[src/rtl/gpsc_pkg.sv]
package gpsc_pkg;

  localparam int unsigned REG_AW = 3;

  typedef enum logic [REG_AW-1:0] {
    OFS_DRV_HI  = 3'd0,
    OFS_DRV_LO  = 3'd1,
    OFS_RELEASE = 3'd2,
    OFS_ARM_IN  = 3'd3,
    OFS_LEVEL   = 3'd4
  } reg_ofs_e;

  typedef struct packed {
    logic drv_hi;
    logic drv_lo;
    logic release_pins;
    logic arm_in;
    logic sel_level;
  } dec_s;

endpackage

[src/rtl/gpsc_decode.sv]
module gpsc_decode
  import gpsc_pkg::*;
(
  input  logic              clk,
  input  logic              rst_n,
  input  logic              bus_wr,
  input  logic              bus_rd,
  input  logic [REG_AW-1:0] bus_addr,
  output dec_s              dec
);

  function automatic logic hit(input logic [REG_AW-1:0] a, input reg_ofs_e o);
    return a == o;
  endfunction

  always_comb begin
    dec.drv_hi       = bus_wr & hit(bus_addr, OFS_DRV_HI);
    dec.drv_lo       = bus_wr & hit(bus_addr, OFS_DRV_LO);
    dec.release_pins = bus_wr & hit(bus_addr, OFS_RELEASE);
    dec.arm_in       = bus_wr & hit(bus_addr, OFS_ARM_IN);
    dec.sel_level    = bus_rd & hit(bus_addr, OFS_LEVEL);
  end

  // a single write never decodes to two write strobes
  p_one_strobe_r8: assert property (@(posedge clk) disable iff (!rst_n)
    $onehot0({dec.drv_hi, dec.drv_lo, dec.release_pins, dec.arm_in}));

endmodule

[src/rtl/gpsc_drive.sv]
module gpsc_drive #(
  parameter int unsigned NPINS = 32
) (
  input  logic             clk,
  input  logic             rst_n,
  input  logic             stb_hi,
  input  logic             stb_lo,
  input  logic             stb_rel,
  input  logic [NPINS-1:0] mask,
  output logic [NPINS-1:0] out_q,
  output logic [NPINS-1:0] oe_q
);

  function automatic logic [NPINS-1:0] next_level(
    input logic [NPINS-1:0] cur, input logic [NPINS-1:0] m,
    input logic hi, input logic lo);
    logic [NPINS-1:0] r;
    r = cur;
    if (hi) r = r | m;
    if (lo) r = r & ~m;
    return r;
  endfunction

  function automatic logic [NPINS-1:0] next_enable(
    input logic [NPINS-1:0] cur, input logic [NPINS-1:0] m,
    input logic grab, input logic rel);
    logic [NPINS-1:0] r;
    r = cur;
    if (grab) r = r | m;
    if (rel)  r = r & ~m;
    return r;
  endfunction

  logic any_drive;
  assign any_drive = stb_hi | stb_lo;

  always_ff @(posedge clk or negedge rst_n) begin
    if (!rst_n) begin
      out_q <= '0;
      oe_q  <= '0;
    end else begin
      out_q <= next_level(out_q, mask, stb_hi, stb_lo);
      oe_q  <= next_enable(oe_q, mask, any_drive, stb_rel);
    end
  end

  // masked bits rise, others hold
  p_set_hi_r2: assert property (@(posedge clk) disable iff (!rst_n)
    stb_hi |=> ((out_q & $past(mask)) == $past(mask)) &&
               ((out_q & ~$past(mask)) == ($past(out_q) & ~$past(mask))));
  // masked bits fall, others hold
  p_clr_lo_r3: assert property (@(posedge clk) disable iff (!rst_n)
    stb_lo |=> ((out_q & $past(mask)) == '0) &&
               ((out_q & ~$past(mask)) == ($past(out_q) & ~$past(mask))));
  // driving a level makes the masked pins outputs
  p_drive_grabs_r4: assert property (@(posedge clk) disable iff (!rst_n)
    (stb_hi || stb_lo) |=> ((oe_q & $past(mask)) == $past(mask)) &&
                           ((oe_q & ~$past(mask)) == ($past(oe_q) & ~$past(mask))));
  // release drops enables only
  p_release_r5: assert property (@(posedge clk) disable iff (!rst_n)
    stb_rel |=> ((oe_q & $past(mask)) == '0) && $stable(out_q) &&
                ((oe_q & ~$past(mask)) == ($past(oe_q) & ~$past(mask))));
  // no decoded write, nothing moves
  p_idle_hold_r8: assert property (@(posedge clk) disable iff (!rst_n)
    !(stb_hi || stb_lo || stb_rel) |=> $stable(out_q) && $stable(oe_q));

endmodule

[src/rtl/gpsc_sync.sv]
module gpsc_sync #(
  parameter int unsigned NPINS  = 32,
  parameter int unsigned STAGES = 2
) (
  input  logic             clk,
  input  logic             rst_n,
  input  logic [NPINS-1:0] d,
  output logic [NPINS-1:0] q
);

  logic [NPINS-1:0] stage_q [STAGES];

  always_ff @(posedge clk or negedge rst_n) begin
    if (!rst_n) stage_q[0] <= '0;
    else        stage_q[0] <= d;
  end

  for (genvar i = 1; i < STAGES; i++) begin : g_stage
    always_ff @(posedge clk or negedge rst_n) begin
      if (!rst_n) stage_q[i] <= '0;
      else        stage_q[i] <= stage_q[i-1];
    end
    // each stage is one clock behind the previous one
    p_stage_shift_r7: assert property (@(posedge clk) disable iff (!rst_n)
      stage_q[i] == $past(stage_q[i-1]));
  end

  assign q = stage_q[STAGES-1];

endmodule

[src/rtl/gpsc_sense.sv]
module gpsc_sense #(
  parameter int unsigned NPINS = 32
) (
  input  logic             clk,
  input  logic             rst_n,
  input  logic             stb_arm,
  input  logic             sel_level,
  input  logic [NPINS-1:0] synced,
  output logic [NPINS-1:0] rdata
);

  logic             armed_q;
  logic [NPINS-1:0] level;

  always_ff @(posedge clk or negedge rst_n) begin
    if (!rst_n)       armed_q <= 1'b0;
    else if (stb_arm) armed_q <= 1'b1;
  end

  function automatic logic [NPINS-1:0] gate_level(
    input logic [NPINS-1:0] s, input logic en);
    return en ? s : '0;
  endfunction

  assign level = gate_level(synced, armed_q);
  assign rdata = sel_level ? level : '0;

  // once armed, stays armed
  p_arm_sticky_r6: assert property (@(posedge clk) disable iff (!rst_n)
    armed_q |=> armed_q);
  // arming follows an arm strobe
  p_arm_cause_r6: assert property (@(posedge clk) disable iff (!rst_n)
    $rose(armed_q) |-> $past(stb_arm));
  // unarmed readback is zero
  p_gate_zero_r6: assert property (@(posedge clk) disable iff (!rst_n)
    !armed_q |-> rdata == '0);

endmodule

[src/rtl/gpsc_port.sv]
module gpsc_port
  import gpsc_pkg::*;
#(
  parameter int unsigned NPINS       = 32,
  parameter int unsigned SYNC_STAGES = 2
) (
  input  logic              clk,
  input  logic              rst_n,
  input  logic              bus_wr,
  input  logic              bus_rd,
  input  logic [REG_AW-1:0] bus_addr,
  input  logic [NPINS-1:0]  bus_wdata,
  output logic [NPINS-1:0]  bus_rdata,
  input  logic [NPINS-1:0]  pad_in,
  output logic [NPINS-1:0]  pad_out,
  output logic [NPINS-1:0]  pad_oe
);

  dec_s             dec;
  logic [NPINS-1:0] synced;

  gpsc_decode u_decode (
    .clk      (clk),
    .rst_n    (rst_n),
    .bus_wr   (bus_wr),
    .bus_rd   (bus_rd),
    .bus_addr (bus_addr),
    .dec      (dec)
  );

  gpsc_drive #(.NPINS(NPINS)) u_drive (
    .clk     (clk),
    .rst_n   (rst_n),
    .stb_hi  (dec.drv_hi),
    .stb_lo  (dec.drv_lo),
    .stb_rel (dec.release_pins),
    .mask    (bus_wdata),
    .out_q   (pad_out),
    .oe_q    (pad_oe)
  );

  gpsc_sync #(.NPINS(NPINS), .STAGES(SYNC_STAGES)) u_sync (
    .clk   (clk),
    .rst_n (rst_n),
    .d     (pad_in),
    .q     (synced)
  );

  gpsc_sense #(.NPINS(NPINS)) u_sense (
    .clk       (clk),
    .rst_n     (rst_n),
    .stb_arm   (dec.arm_in),
    .sel_level (dec.sel_level),
    .synced    (synced),
    .rdata     (bus_rdata)
  );

  // only the level offset ever returns nonzero data
  p_wo_read_zero_r8: assert property (@(posedge clk) disable iff (!rst_n)
    (bus_addr != OFS_LEVEL) |-> bus_rdata == '0);
  // first cycle out of reset the pads are released and low
  p_reset_idle_r1: assert property (@(posedge clk)
    !rst_n |=> (pad_oe == '0) && (pad_out == '0));

endmodule

[config.mk]
export PLATFORM = sky130hd
export DESIGN_NAME = gpsc_port
export DESIGN_NICKNAME = d
export VERILOG_FILES = /design/src/rtl/gpsc_pkg.sv /design/src/rtl/gpsc_decode.sv /design/src/rtl/gpsc_drive.sv /design/src/rtl/gpsc_sync.sv /design/src/rtl/gpsc_sense.sv /design/src/rtl/gpsc_port.sv
export SDC_FILE = /design/constraint.sdc
export NUM_CORES = 1
export LEC_CHECK = 0
export ABC_AREA = 1
export BUFFER_PORTS_ARGS = -buffer_cell sky130_fd_sc_hd__buf_2
export CORE_MARGIN = 3
export CORE_UTILIZATION = 39
export DETAILED_ROUTE_END_ITERATION = 8
export PLACE_DENSITY_LB_ADDON = 0.05
export SLEW_MARGIN = 20
export SYNTH_ARGS = -nofsm -noshare
export SYNTH_HDL_FRONTEND = slang
export SYNTH_SLANG_ARGS = --single-unit
[constraint.sdc]
create_clock -name clk -period 1.1 [get_ports clk]
set_input_delay 0.165 -clock clk [delete_from_list [all_inputs] [get_ports clk]]
set_output_delay 0.165 -clock clk [all_outputs]
set_load 0.03 [all_outputs]
==> metrics.cfg <==
[global_routing]
grt_pass1_vias = 4523
track_usage = 0.209
grt_pass1_wl_um = 22800
gr-total-overflow = 0
grt_max_degree = 43
antenna_found_initial = 0

[sta]
post-route-period-util = 1.39
hold_slack_ns = 0.0535
final.setup.worst_slack_ns = -0.425
min_period_ns = 1.53
rsz0062_at_grt = yes
hold_violations = 0
clock_skew_ns = 0.00374
tns_ns = -13.57
finalSetupViolCount = 91
slew_headroom = 0.715
fmax_ghz = 0.656
maxSlewViolCount = 0
tightestPinTransition_ns = 0.427

[logic_synthesis]
synth_nets = 558
yosysWarnings = 0
synth_xor_area_frac = 0
yosys.area_share.simple = 0.211
ys_seq_area_frac = 0.668
yosysUniqueCellTypes = 15
ys_ff_latch = 129
synthMuxAreaShare = 0
synth.avg_cell_area_sq_um = 9.93
synth_area_sq_mm = 0.00484
synth-compound-area-share = 0.0347
synthTopCellsByArea = dfrtp_1 67%, nand2_1 10%, nand4_1 8.4%, inv_1 5.0%, o21ai_1 2.5%
syn_inst = 487
synth_top_family_by_area = simple AND/OR/NAND/NOR gates
yosysTopAreaCellShare = 0.668
yosysTopAreaCell = dfrtp_1
synth-adder-area-share = 0

[cells_and_area]
final_cell_mix = 128 x nand2_1, 128 x dfrtp_1, 97 x buf_6
insertedDiodeCount = 0
final_nets = 797
area_growth_pct = 63.4
n_fill_cell = 958
drive_gt1_frac = 0.379

[floorplan]
dieArea_sq_mm = 0.0138
die_width_um = 117
chipHeight_um = 117
core.rowCount = 40
top_level_ports = 167
initial_utilization = 0.401
core-area_sq_mm = 0.0121

[routing]
avgViaCountPerCell = 4.67
drt_pass1_iterations = 5
wl_per_cell_um = 15.4
num_vias = 4221
drc = 0
drt_iter0_markers = 211
routed_wl_um = 14000
drt.antenna.violating_nets = 0

[pwr]
sequentialPowerShare = 0.387
netSwitchingPower_mw = 4.30
vdd_drop_max_v = 0.00136
internal_power_mw = 10.4
p_leak_nw = 4.02
power_density_mw_per_mm2 = 1870
pwr-share-clk = 0.365
power_frac_comb = 0.248
sw_frac_of_total = 0.292

[critical_path]
worst_ep_arrival_time_ns = 1.36
cp-start-kind = register
crit_type = register to primary output
startpoint = u_sense.armed_q$_DFFE_PN0P_
cp.required_ns = 0.94
ff2ff_path_depth = 6
reg2reg_setup_slack_ns = 0.15
critPathMaxFanout = 15
cp-end-kind = primary output

[placement]
hpwl_um = 8500
port_buffers = 166
place_congestion = 0.782
dp_slack_ns = -0.199

[cts]
cts_buffers = 17
cts-root-buf = clkbuf_16
cts_tree = done
clock_latency_ns = 0.42
clkSlewWorstSetupHoldPaths_ns = 0.05
htree_levels = 4
cts_buffer_depth = 2
clock_sinks = 129

[job]
cap_violations = 0

[run_status]
violations = negative setup slack
status = finished, violations left

[hold_path]
holdPathStages = 4
min_from = bus_wdata[21]
min_path_type = input port to register

worst max-delay path by stage:
stage,end,slack (ns)
6_report,bus_rdata[2],-0.43
4_1_cts,bus_rdata[13],-0.42
3_5_place_dp,bus_rdata[31],-0.20
3_3_place_gp,bus_rdata[29],-0.20
2_1_floorplan,bus_rdata[0],-0.06
5_1_grt,bus_rdata[2],-0.50
critical path, cell delays in order (launching register included):
cell and delay (ns):
dfrtp_2 0.42, buf_8 0.16, nand2_1 0.10, nor2_4 0.13, buf_6 0.14
power groups by stage:
stage | registers, mW | logic [mW] | clock network, mW
3_3_place_gp | 5.66 | 2.67 | 0
5_1_grt | 5.77 | 3.93 | 5.68
4_1_cts | 5.70 | 3.52 | 5.48
2_1_floorplan | 6.53 | 0.816 | 0
3_5_place_dp | 5.67 | 2.72 | 0
6_report | 5.71 | 3.66 | 5.37
synthesized netlist by cell type, drive strengths merged:
cell type and count:
inv 67, nand4 65, buf 22, nand2 129, clkinv 1, dfrtp 129
clkbuf 8, nor2 33, o21ai 32, o21bai 1
logic make-up after synthesis:
kind of cell,after synthesis
AND/OR/NAND/NOR,227
buffers and inverters,98
flip-flops,129
AO/OA/AOI/OAI,33
layout make-up:
type,instances,area [sq um],area share
Inverter,68,256,0.0325
Sequential cell,129,3230,0.409
Multi-Input combinational cell,260,1420,0.179
Clock buffer,21,440,0.0557
Tap cell,168,210,0.0266
Clock inverter,8,115,0.0146
Timing Repair Buffer,250,2230,0.283
stage by stage:
step                       util  power [mW]  cells  instance area (sq um)
after floorplan               -        7.35    487                   5060
after global placement    0.512        8.33    812                   6180
after detailed placement  0.512        8.39    812                   6180
after CTS                 0.646        14.7    889                   7790
after global routing      0.655        15.4    904                   7900
final                     0.655        14.7    904                   7900
layer usage:
| layer | up-vias | part of all wire | GRT usage |
|---|---|---|---|
| li1 | 2029 | - | - |
| met1 | 2053 | 0.41 | 0.250 |
| met2 | 132 | 0.51 | 0.357 |
| met3 | 7 | 0.065 | 0.0699 |
| met4 | 0 | 0.0078 | 0.0682 |
| met5 | - | 0 | 0 |
timing repair:
action                                 CTS  global route
setup endpoints to repair               96            96
buffers inserted                        14            15
gates cloned                             1             0
endpoints found under the hold margin  161             0
hold buffers                            33             0
gates resized for setup                196             1
Note: power is estimated with default switching activity, not from simulation.
